[src/rtl/blc_pkg.sv]
package blc_pkg;

  parameter int TAG_W     = 3;
  parameter int NUM_SLOTS = 3;
  parameter int MODE_W    = 2;
  parameter int LEN_W     = $clog2(NUM_SLOTS + 1);

  typedef enum logic [TAG_W-1:0] {
    CLS_ALU       = 3'd0,
    CLS_SHIFT     = 3'd1,
    CLS_CVT_BASIC = 3'd2,
    CLS_CVT_EXT   = 3'd3,
    CLS_MEM       = 3'd4,
    CLS_FPU       = 3'd5,
    CLS_BRANCH    = 3'd6,
    CLS_NOP       = 3'd7
  } cls_e;

  typedef enum logic [MODE_W-1:0] {
    MODE_SCALAR = 2'd0,
    MODE_DUAL   = 2'd1,
    MODE_TRIPLE = 2'd2,
    MODE_RSVD   = 2'd3
  } mode_e;

  // Number of parallel lanes a mode offers before memory is considered.
  function automatic logic [LEN_W-1:0] mode_lanes(input logic [MODE_W-1:0] m);
    case (m)
      MODE_DUAL:   return LEN_W'(2);
      MODE_TRIPLE: return LEN_W'(3);
      default:     return LEN_W'(1);
    endcase
  endfunction

  // Lane capacity once a memory operation is present in the bundle.
  function automatic logic [LEN_W-1:0] lanes_after_mem(input logic [MODE_W-1:0] m,
                                                       input logic has_mem);
    logic [LEN_W-1:0] base;
    base = mode_lanes(m);
    if (has_mem && (base > LEN_W'(1))) return base - LEN_W'(1);
    return base;
  endfunction

  // Whether a lane (0-based) accepts a class tag; lead is the slot 0 tag.
  function automatic logic lane_takes(input logic [MODE_W-1:0] m,
                                      input int               lane,
                                      input logic [TAG_W-1:0] tag,
                                      input logic [TAG_W-1:0] lead);
    logic ok;
    ok = 1'b0;
    if (lane == 0) begin
      ok = 1'b1;
    end else if (lane == 1) begin
      case (tag)
        CLS_ALU, CLS_SHIFT, CLS_CVT_BASIC, CLS_CVT_EXT, CLS_NOP: ok = 1'b1;
        CLS_FPU: ok = (m == MODE_TRIPLE) && (lead != CLS_FPU);
        default: ok = 1'b0;
      endcase
    end else begin
      case (tag)
        CLS_ALU, CLS_CVT_BASIC, CLS_NOP: ok = 1'b1;
        default: ok = 1'b0;
      endcase
    end
    return ok;
  endfunction

  // Population count of a slot mask, sized to the length field.
  function automatic logic [LEN_W-1:0] count_hits(input logic [NUM_SLOTS-1:0] hits);
    logic [LEN_W-1:0] c;
    c = '0;
    for (int i = 0; i < NUM_SLOTS; i++) c = c + LEN_W'(hits[i]);
    return c;
  endfunction

endpackage

[src/rtl/blc_lane_gate.sv]
module blc_lane_gate
  import blc_pkg::*;
#(
  parameter int LANE = 0
) (
  input  logic [MODE_W-1:0] mode_i,
  input  logic [TAG_W-1:0]  tag_i,
  input  logic [TAG_W-1:0]  lead_tag_i,
  input  logic              busy_i,
  output logic              ok_o
);

  logic takes;

  always_comb begin
    takes = lane_takes(mode_i, LANE, tag_i, lead_tag_i);
    ok_o  = !busy_i || takes;
  end

endmodule

[src/rtl/blc_mem_budget.sv]
module blc_mem_budget
  import blc_pkg::*;
(
  input  logic [MODE_W-1:0]    mode_i,
  input  logic [NUM_SLOTS-1:0] mem_hit_i,
  output logic [LEN_W-1:0]     mem_cnt_o,
  output logic [LEN_W-1:0]     cap_o
);

  always_comb begin
    mem_cnt_o = count_hits(mem_hit_i);
    cap_o     = lanes_after_mem(mode_i, |mem_hit_i);
  end

endmodule

[src/rtl/blc_issue_resolve.sv]
module blc_issue_resolve
  import blc_pkg::*;
(
  input  logic [LEN_W-1:0]     len_i,
  input  logic [LEN_W-1:0]     cap_i,
  input  logic [LEN_W-1:0]     mem_cnt_i,
  input  logic [NUM_SLOTS-1:0] slot_ok_i,
  output logic                 legal_o,
  output logic [NUM_SLOTS-1:0] lane_valid_o,
  output logic                 fallback_o
);

  logic fits;
  logic one_port;

  always_comb begin
    fits     = (len_i <= cap_i);
    one_port = (mem_cnt_i <= LEN_W'(1));
    legal_o  = fits && one_port && (&slot_ok_i);
    fallback_o = !legal_o;
    for (int k = 0; k < NUM_SLOTS; k++) begin
      if (legal_o) lane_valid_o[k] = (LEN_W'(k) < len_i);
      else         lane_valid_o[k] = (k == 0);
    end
  end

endmodule

[src/rtl/bundle_lane_check.sv]
module bundle_lane_check
  import blc_pkg::*;
(
  input  logic [1:0] mode_i,
  input  logic [1:0] bundle_len_i,
  input  logic [8:0] bundle_tags_i,
  output logic [2:0] lane_valid_o,
  output logic       scalar_fallback_o
);

  logic [TAG_W-1:0]     slot_tag [NUM_SLOTS];
  logic [NUM_SLOTS-1:0] slot_busy;
  logic [NUM_SLOTS-1:0] mem_hit;
  logic [NUM_SLOTS-1:0] slot_ok;
  logic [LEN_W-1:0]     mem_cnt;
  logic [LEN_W-1:0]     lane_cap;
  logic                 bundle_legal;

  for (genvar k = 0; k < NUM_SLOTS; k++) begin : g_slot
    assign slot_tag[k]  = bundle_tags_i[k*TAG_W +: TAG_W];
    assign slot_busy[k] = (LEN_W'(k) < bundle_len_i);
    assign mem_hit[k]   = slot_busy[k] && (slot_tag[k] == CLS_MEM);

    blc_lane_gate #(.LANE(k)) u_gate (
      .mode_i     (mode_i),
      .tag_i      (slot_tag[k]),
      .lead_tag_i (slot_tag[0]),
      .busy_i     (slot_busy[k]),
      .ok_o       (slot_ok[k])
    );
  end

  blc_mem_budget u_budget (
    .mode_i    (mode_i),
    .mem_hit_i (mem_hit),
    .mem_cnt_o (mem_cnt),
    .cap_o     (lane_cap)
  );

  blc_issue_resolve u_resolve (
    .len_i        (bundle_len_i),
    .cap_i        (lane_cap),
    .mem_cnt_i    (mem_cnt),
    .slot_ok_i    (slot_ok),
    .legal_o      (bundle_legal),
    .lane_valid_o (lane_valid_o),
    .fallback_o   (scalar_fallback_o)
  );

endmodule

[config.mk]
export PLATFORM = sky130hd
export DESIGN_NAME = bundle_lane_check
export DESIGN_NICKNAME = d
export VERILOG_FILES = /design/src/rtl/blc_pkg.sv /design/src/rtl/blc_lane_gate.sv /design/src/rtl/blc_mem_budget.sv /design/src/rtl/blc_issue_resolve.sv /design/src/rtl/bundle_lane_check.sv
export SDC_FILE = /design/constraint.sdc
export NUM_CORES = 1
export LEC_CHECK = 0
export ABC_AREA = 1
export ABC_CLOCK_PERIOD_IN_PS = 4000
export CORE_AREA = 8 8 45 47
export DETAILED_ROUTE_END_ITERATION = 10
export DIE_AREA = 0 0 53 55
export PLACE_DENSITY_LB_ADDON = 0.2
export SYNTH_ARGS = -nofsm -noshare
export SYNTH_HDL_FRONTEND = slang
export SYNTH_SLANG_ARGS = --single-unit
export TNS_END_PERCENT = 30
[constraint.sdc]
create_clock -name vclk -period 4
set_input_delay 0.8 -clock vclk [all_inputs]
set_output_delay 0.8 -clock vclk [all_outputs]
set_load 0.05 [all_outputs]
; ---- Word-level counts from Yosys, hierarchy flattened
; Index checks and enable logic that the tools add are counted.
[word_totals]
reg_bits = 0
inputBits = 13
word_cells = 49
[op_classes]
add_sub_neg = 3
magnitude_cmp = 6
eq_ne = 13
n_mux = 9
n_reduce_logical = 18
[ops]
columns = operator, n
row1 = $eq A3 B3 Y1 const B, 6
row2 = $eq A3 B2 Y1 const B, 3
row3 = $logic_and A1 B1 Y1, 7
row4 = $logic_not A3 Y1, 2
row5 = $reduce_or A3 Y1, 2
row6 = $mux W1, 5
row7 = $reduce_or A5 Y1, 1
row8 = $lt A1 B2 Y1 const A, 2
row9 = $mux W2, 2
row10 = $pmux W2 S2, 1
row11 = $eq A3 B1 Y1 const B, 1
row12 = $logic_not A1 Y1, 3
row13 = $ne A3 B3 Y1 const B, 1
row14 = $add A1 B1 Y2, 1
row15 = $add A2 B1 Y2, 1
row16 = $eq A2 B1 Y1 const B, 1
row17 = $eq A2 B2 Y1 const B, 1
row18 = $gt A2 B1 Y1 const B, 1
row19 = $le A2 B1 Y1 const B, 1
row20 = $le A2 B2 Y1, 1
row21 = $logic_or A1 B1 Y1, 2
row22 = $lt A2 B2 Y1 const A, 1
row23 = $pmux W1 S2, 1
row24 = $reduce_and A2 Y1, 1
row25 = $sub A2 B1 Y2 const B, 1

; ---- Logic depth before layout (Yosys ltp)
[logic_depth]
word_depth = 10
depth_mapped = 16

; ---- Hierarchy
; A second synthesis with hierarchy kept.
[hier_totals]
hier_cells = 68
hier_area_um2 = 357.8
[modules_own_cells]
columns = mod, instances, cells_each, area_each_um2, seq_area_each_um2
row1 = blc_issue_resolve, 1, 20, 122.6, 0.0
row2 = blc_mem_budget, 1, 16, 96.3, 0.0
row3 = bundle_lane_check, 1, 14, 60.1, 0.0
row4 = blc_lane_gate at g_slot[1].u_gate, 1, 11, 46.3, 0.0
row5 = blc_lane_gate at g_slot[2].u_gate, 1, 5, 21.3, 0.0
row6 = blc_lane_gate at g_slot[0].u_gate, 1, 2, 11.3, 0.0

; ---- Worst setup path after synthesis
; Ideal clock, no wire load.
[synth_path]
kind = input-to-output
from = input port mode_i[0]
to = output port lane_valid_o[2]
arrival_ps = 2934
required_ps = 3200
path_slack_ps = 266
cell_stages = 13
path_buffers = 0
path_cell_list = inv_1 ha_1 inv_1 nand2_1 nand2_1 nand2_1 ha_1 nand2_1 nand2_1 nand2_1 nor2_1 nand2_1 nor2_1
[synth_via]
elab_chain_len = 10
[synth_rtl]
columns = element, line
row1 = start: declaration, bundle_lane_check.sv:4  ; input logic [1:0] mode_i,
row2 = $eq A2 B2 Y1 or $eq A2 B1 Y1 (tied branches), "blc_pkg.sv:28, blc_pkg.sv:56"
row3 = $pmux W2 S2, blc_pkg.sv:28  ; case (m)
row4 = $gt A2 B1 Y1, blc_pkg.sv:40  ; if (has_mem && (base > LEN_W'(1))) return base - LEN_W'(1);
row5 = $logic_and A1 B1 Y1, blc_pkg.sv:40
row6 = $mux W1, blc_pkg.sv:40
row7 = $mux W2, blc_pkg.sv:41  ; return base;
row8 = $le A2 B2 Y1, blc_issue_resolve.sv:17  ; fits = (len_i <= cap_i);
row9 = $logic_and A1 B1 Y1, blc_issue_resolve.sv:19  ; legal_o = fits && one_port && (&slot_ok_i);
row10 = $logic_and A1 B1 Y1 *, blc_issue_resolve.sv:19
row11 = $mux W1 *, blc_issue_resolve.sv:22  ; if (legal_o) lane_valid_o[k] = (LEN_W'(k) < len_i);
row12 = end: declaration, bundle_lane_check.sv:7  ; output logic [2:0] lane_valid_o,
; Every way passes the cells marked *; elsewhere a longest branch is shown, timed or not. The select of a mux whose other input is x is not followed.

; ---- Final worst setup path
[layout_path]
from = input port bundle_len_i[1]
to = output port lane_valid_o[2]
[layout_via]
elab_chain_len = 10
[layout_rtl]
columns = element, line
row1 = start: declaration, bundle_lane_check.sv:5  ; input logic [1:0] bundle_len_i,
row2 = "parallel branches: the longest is 9 deep, another holds $lt A1 B2 Y1", -
row3 = $mux W1 *, blc_issue_resolve.sv:22
; Every way passes the cells marked *.

==> summary.txt <==
Critical path
  • CP Capture Type: output port
  • Crit path required time: 3200 ps
  • Worst EP arrival: 2930 ps
  • CP dominant cell by count: nand2_1
  • Slowest Stage Delay on Critical Path: 600 ps
  • CP Max Fanout: 6
  • Startpoint Class: input pin
  • Worst path cell trace: clkdlybuf4s50_1, nand2_2, nor2_2, nand2_2, nand3_2, nand2_1, nand2_1, nand2_1, ha_1, nand2_1, nand2_1, nand2_1, nor2_1, nand2_1, nor2_1, buf_12
  • WS Path Type: input pin to output port
  • Slowest stage cell, crit path: clkdlybuf4s50_1

Drt
  • Residual DRC count: 0
  • Routed Antenna Nets: 0
  • Via count: 392
  • Drt total wl: 759 um
  • Initial DRC count: 3
  • Routed vias/inst: 4.170
  • DRT Pass-1 Iters: 4
  • DR WL/cell: 8.074 um

Placement
  • HPWL after detailed placement: 718.2 um
  • Routability cong.: 0.7196
  • Count of buffers from port buffering: 17

Logic synthesis
  • Yosys warnings: 0
  • Post-Synthesis Cells: 61
  • Synth cell types: 10
  • Mapped Avg Cell Area: 5.066 um2
  • Synth cell count leaders: 18 x inv_1, 16 x nand2_1, 8 x nand3_1
  • Synth top area share: 24.29%
  • Most common cell in the synthesized netlist: inv_1
  • Sequential-to-total area share from yosys stat: 0%
  • Synth top area cells: ha_1 24%, inv_1 22%, nand2_1 19%
  • Post-Syn Area: 309.0 um2
  • Syn Nets: 80
  • Largest area contributor in the netlist: ha_1

GRT
  • GRT overflow: 0
  • Wire length of the first global-routing pass: 1317 um
  • Initial antenna violation count: 0
  • Largest net degree at the start of global routing: 7
  • Total track usage: 5.395%
  • Vias in the first global route: 348

Hold path
  • Hold Crit Class: input pin to output port
  • Hold depth: 4

Cells and area
  • Area growth, synth to finish: 74.49%
  • Final Core Density: 38.97%
  • Number of clock buffers in the layout: 0
  • Seq Cell Count: 0
  • Layout cells sized above 1: 10.26%
  • Number of antenna diodes: 0
  • Sequential cell area: 0 um2
  • Nets: 99

Floorplanning
  • Rows: 14
  • Die area: 2915 um2
  • Die Wd: 53 um
  • Chip Height: 55 um
  • Initial cell density of the core: 22.33%
  • # IOs: 17
  • Core area: 1384 um2

Job
  • Maximum Capacitance Violations: 0

CTS
  • PostCTS Resize Cnt: 0
  • Setup bufs post-CTS: 0
  • CTS Hold Buffers Added: 0

STA
  • Final hold violation count: 0
  • FMAX: 268.0 MHz
  • Minimum clock period: 3732 ps
  • # setup viols final: 0
  • Setup TNS: 0 ps
  • Worst-margin pin slew: 246.1 ps
  • Final Max Slew Viols: 0
  • Rel. slew slack: 83.54%
  • RSZ-0062 raised after global routing: false
  • Final Cycle Share: 93.30%

Run status
  • Status: finished clean

Power and ir drop
  • Tot Pwr: 0.07977 mW
  • Leakage Power: 0.3208 nW
  • Power Density: 147.9 nW/um2
  • Maximum vdd drop: 46.59 uV
==> per-layer routing <==
metal	vias to the layer above	track usage, %	wire [um]
met3	0	0.8021	58
li1	216	-	-
met1	162	7.240	376
met2	14	9.375	324
met5	-	0	0
met4	0	0	0
==> layout make-up <==
class                      count  area [um2]
timing repair buffer          17       210.2
inverter                      18       67.56
tap                           16       20.02
multi-input combinational     43       241.5
fill                         157       844.6
==> stage by stage <==
stage / setup WS, ps / cell area, um2 / std cells / hold slack, ps
floorplan: 265.8 / 309.0 / 61 / 1847
global placement: 245.6 / 539.3 / 94 / 2358
detailed placement: 236.1 / 539.3 / 94 / 2359
CTS: 233.6 / 539.3 / 94 / 2362
global route: 47.32 / 539.3 / 94 / 2393
finish: 268.0 / 539.3 / 94 / 2354
==> worst paths after layout <==
path            start         endpoint
max   bundle_len_i[1]  lane_valid_o[2]
min   bundle_len_i[0]  lane_valid_o[2]
==> placed cells by master, fill, tap and decap left out, drive strengths merged <==
master / instances
nand3: 9
nand4: 1
buf: 4
clkdlybuf4s50: 13
a21oi: 1
nand2: 18
nor2: 8
ha: 6
inv: 18
==> power by group <==
part | total (mW) | leakage [nW] | switching (mW) | internal (mW)
logic | 0.0798 | 0.321 | 0.0413 | 0.0385
registers | 0 | 0 | 0 | 0
clock network | 0 | 0 | 0 | 0
==> cell families after synthesis <==
group	count (synthesis)	synth area share (%)
compound gates	1	1.618
fa+ha+maj	6	24.29
buf+inv	18	21.86
simple gates	36	52.23
==> critical path: cells and delay by family <==
kind	cells	cell delay (ps)
buffers and inverters	2	760
and+or+nand+nor	13	1110
adders and majority gates	1	260
Power figures use the tool's default switching activity.
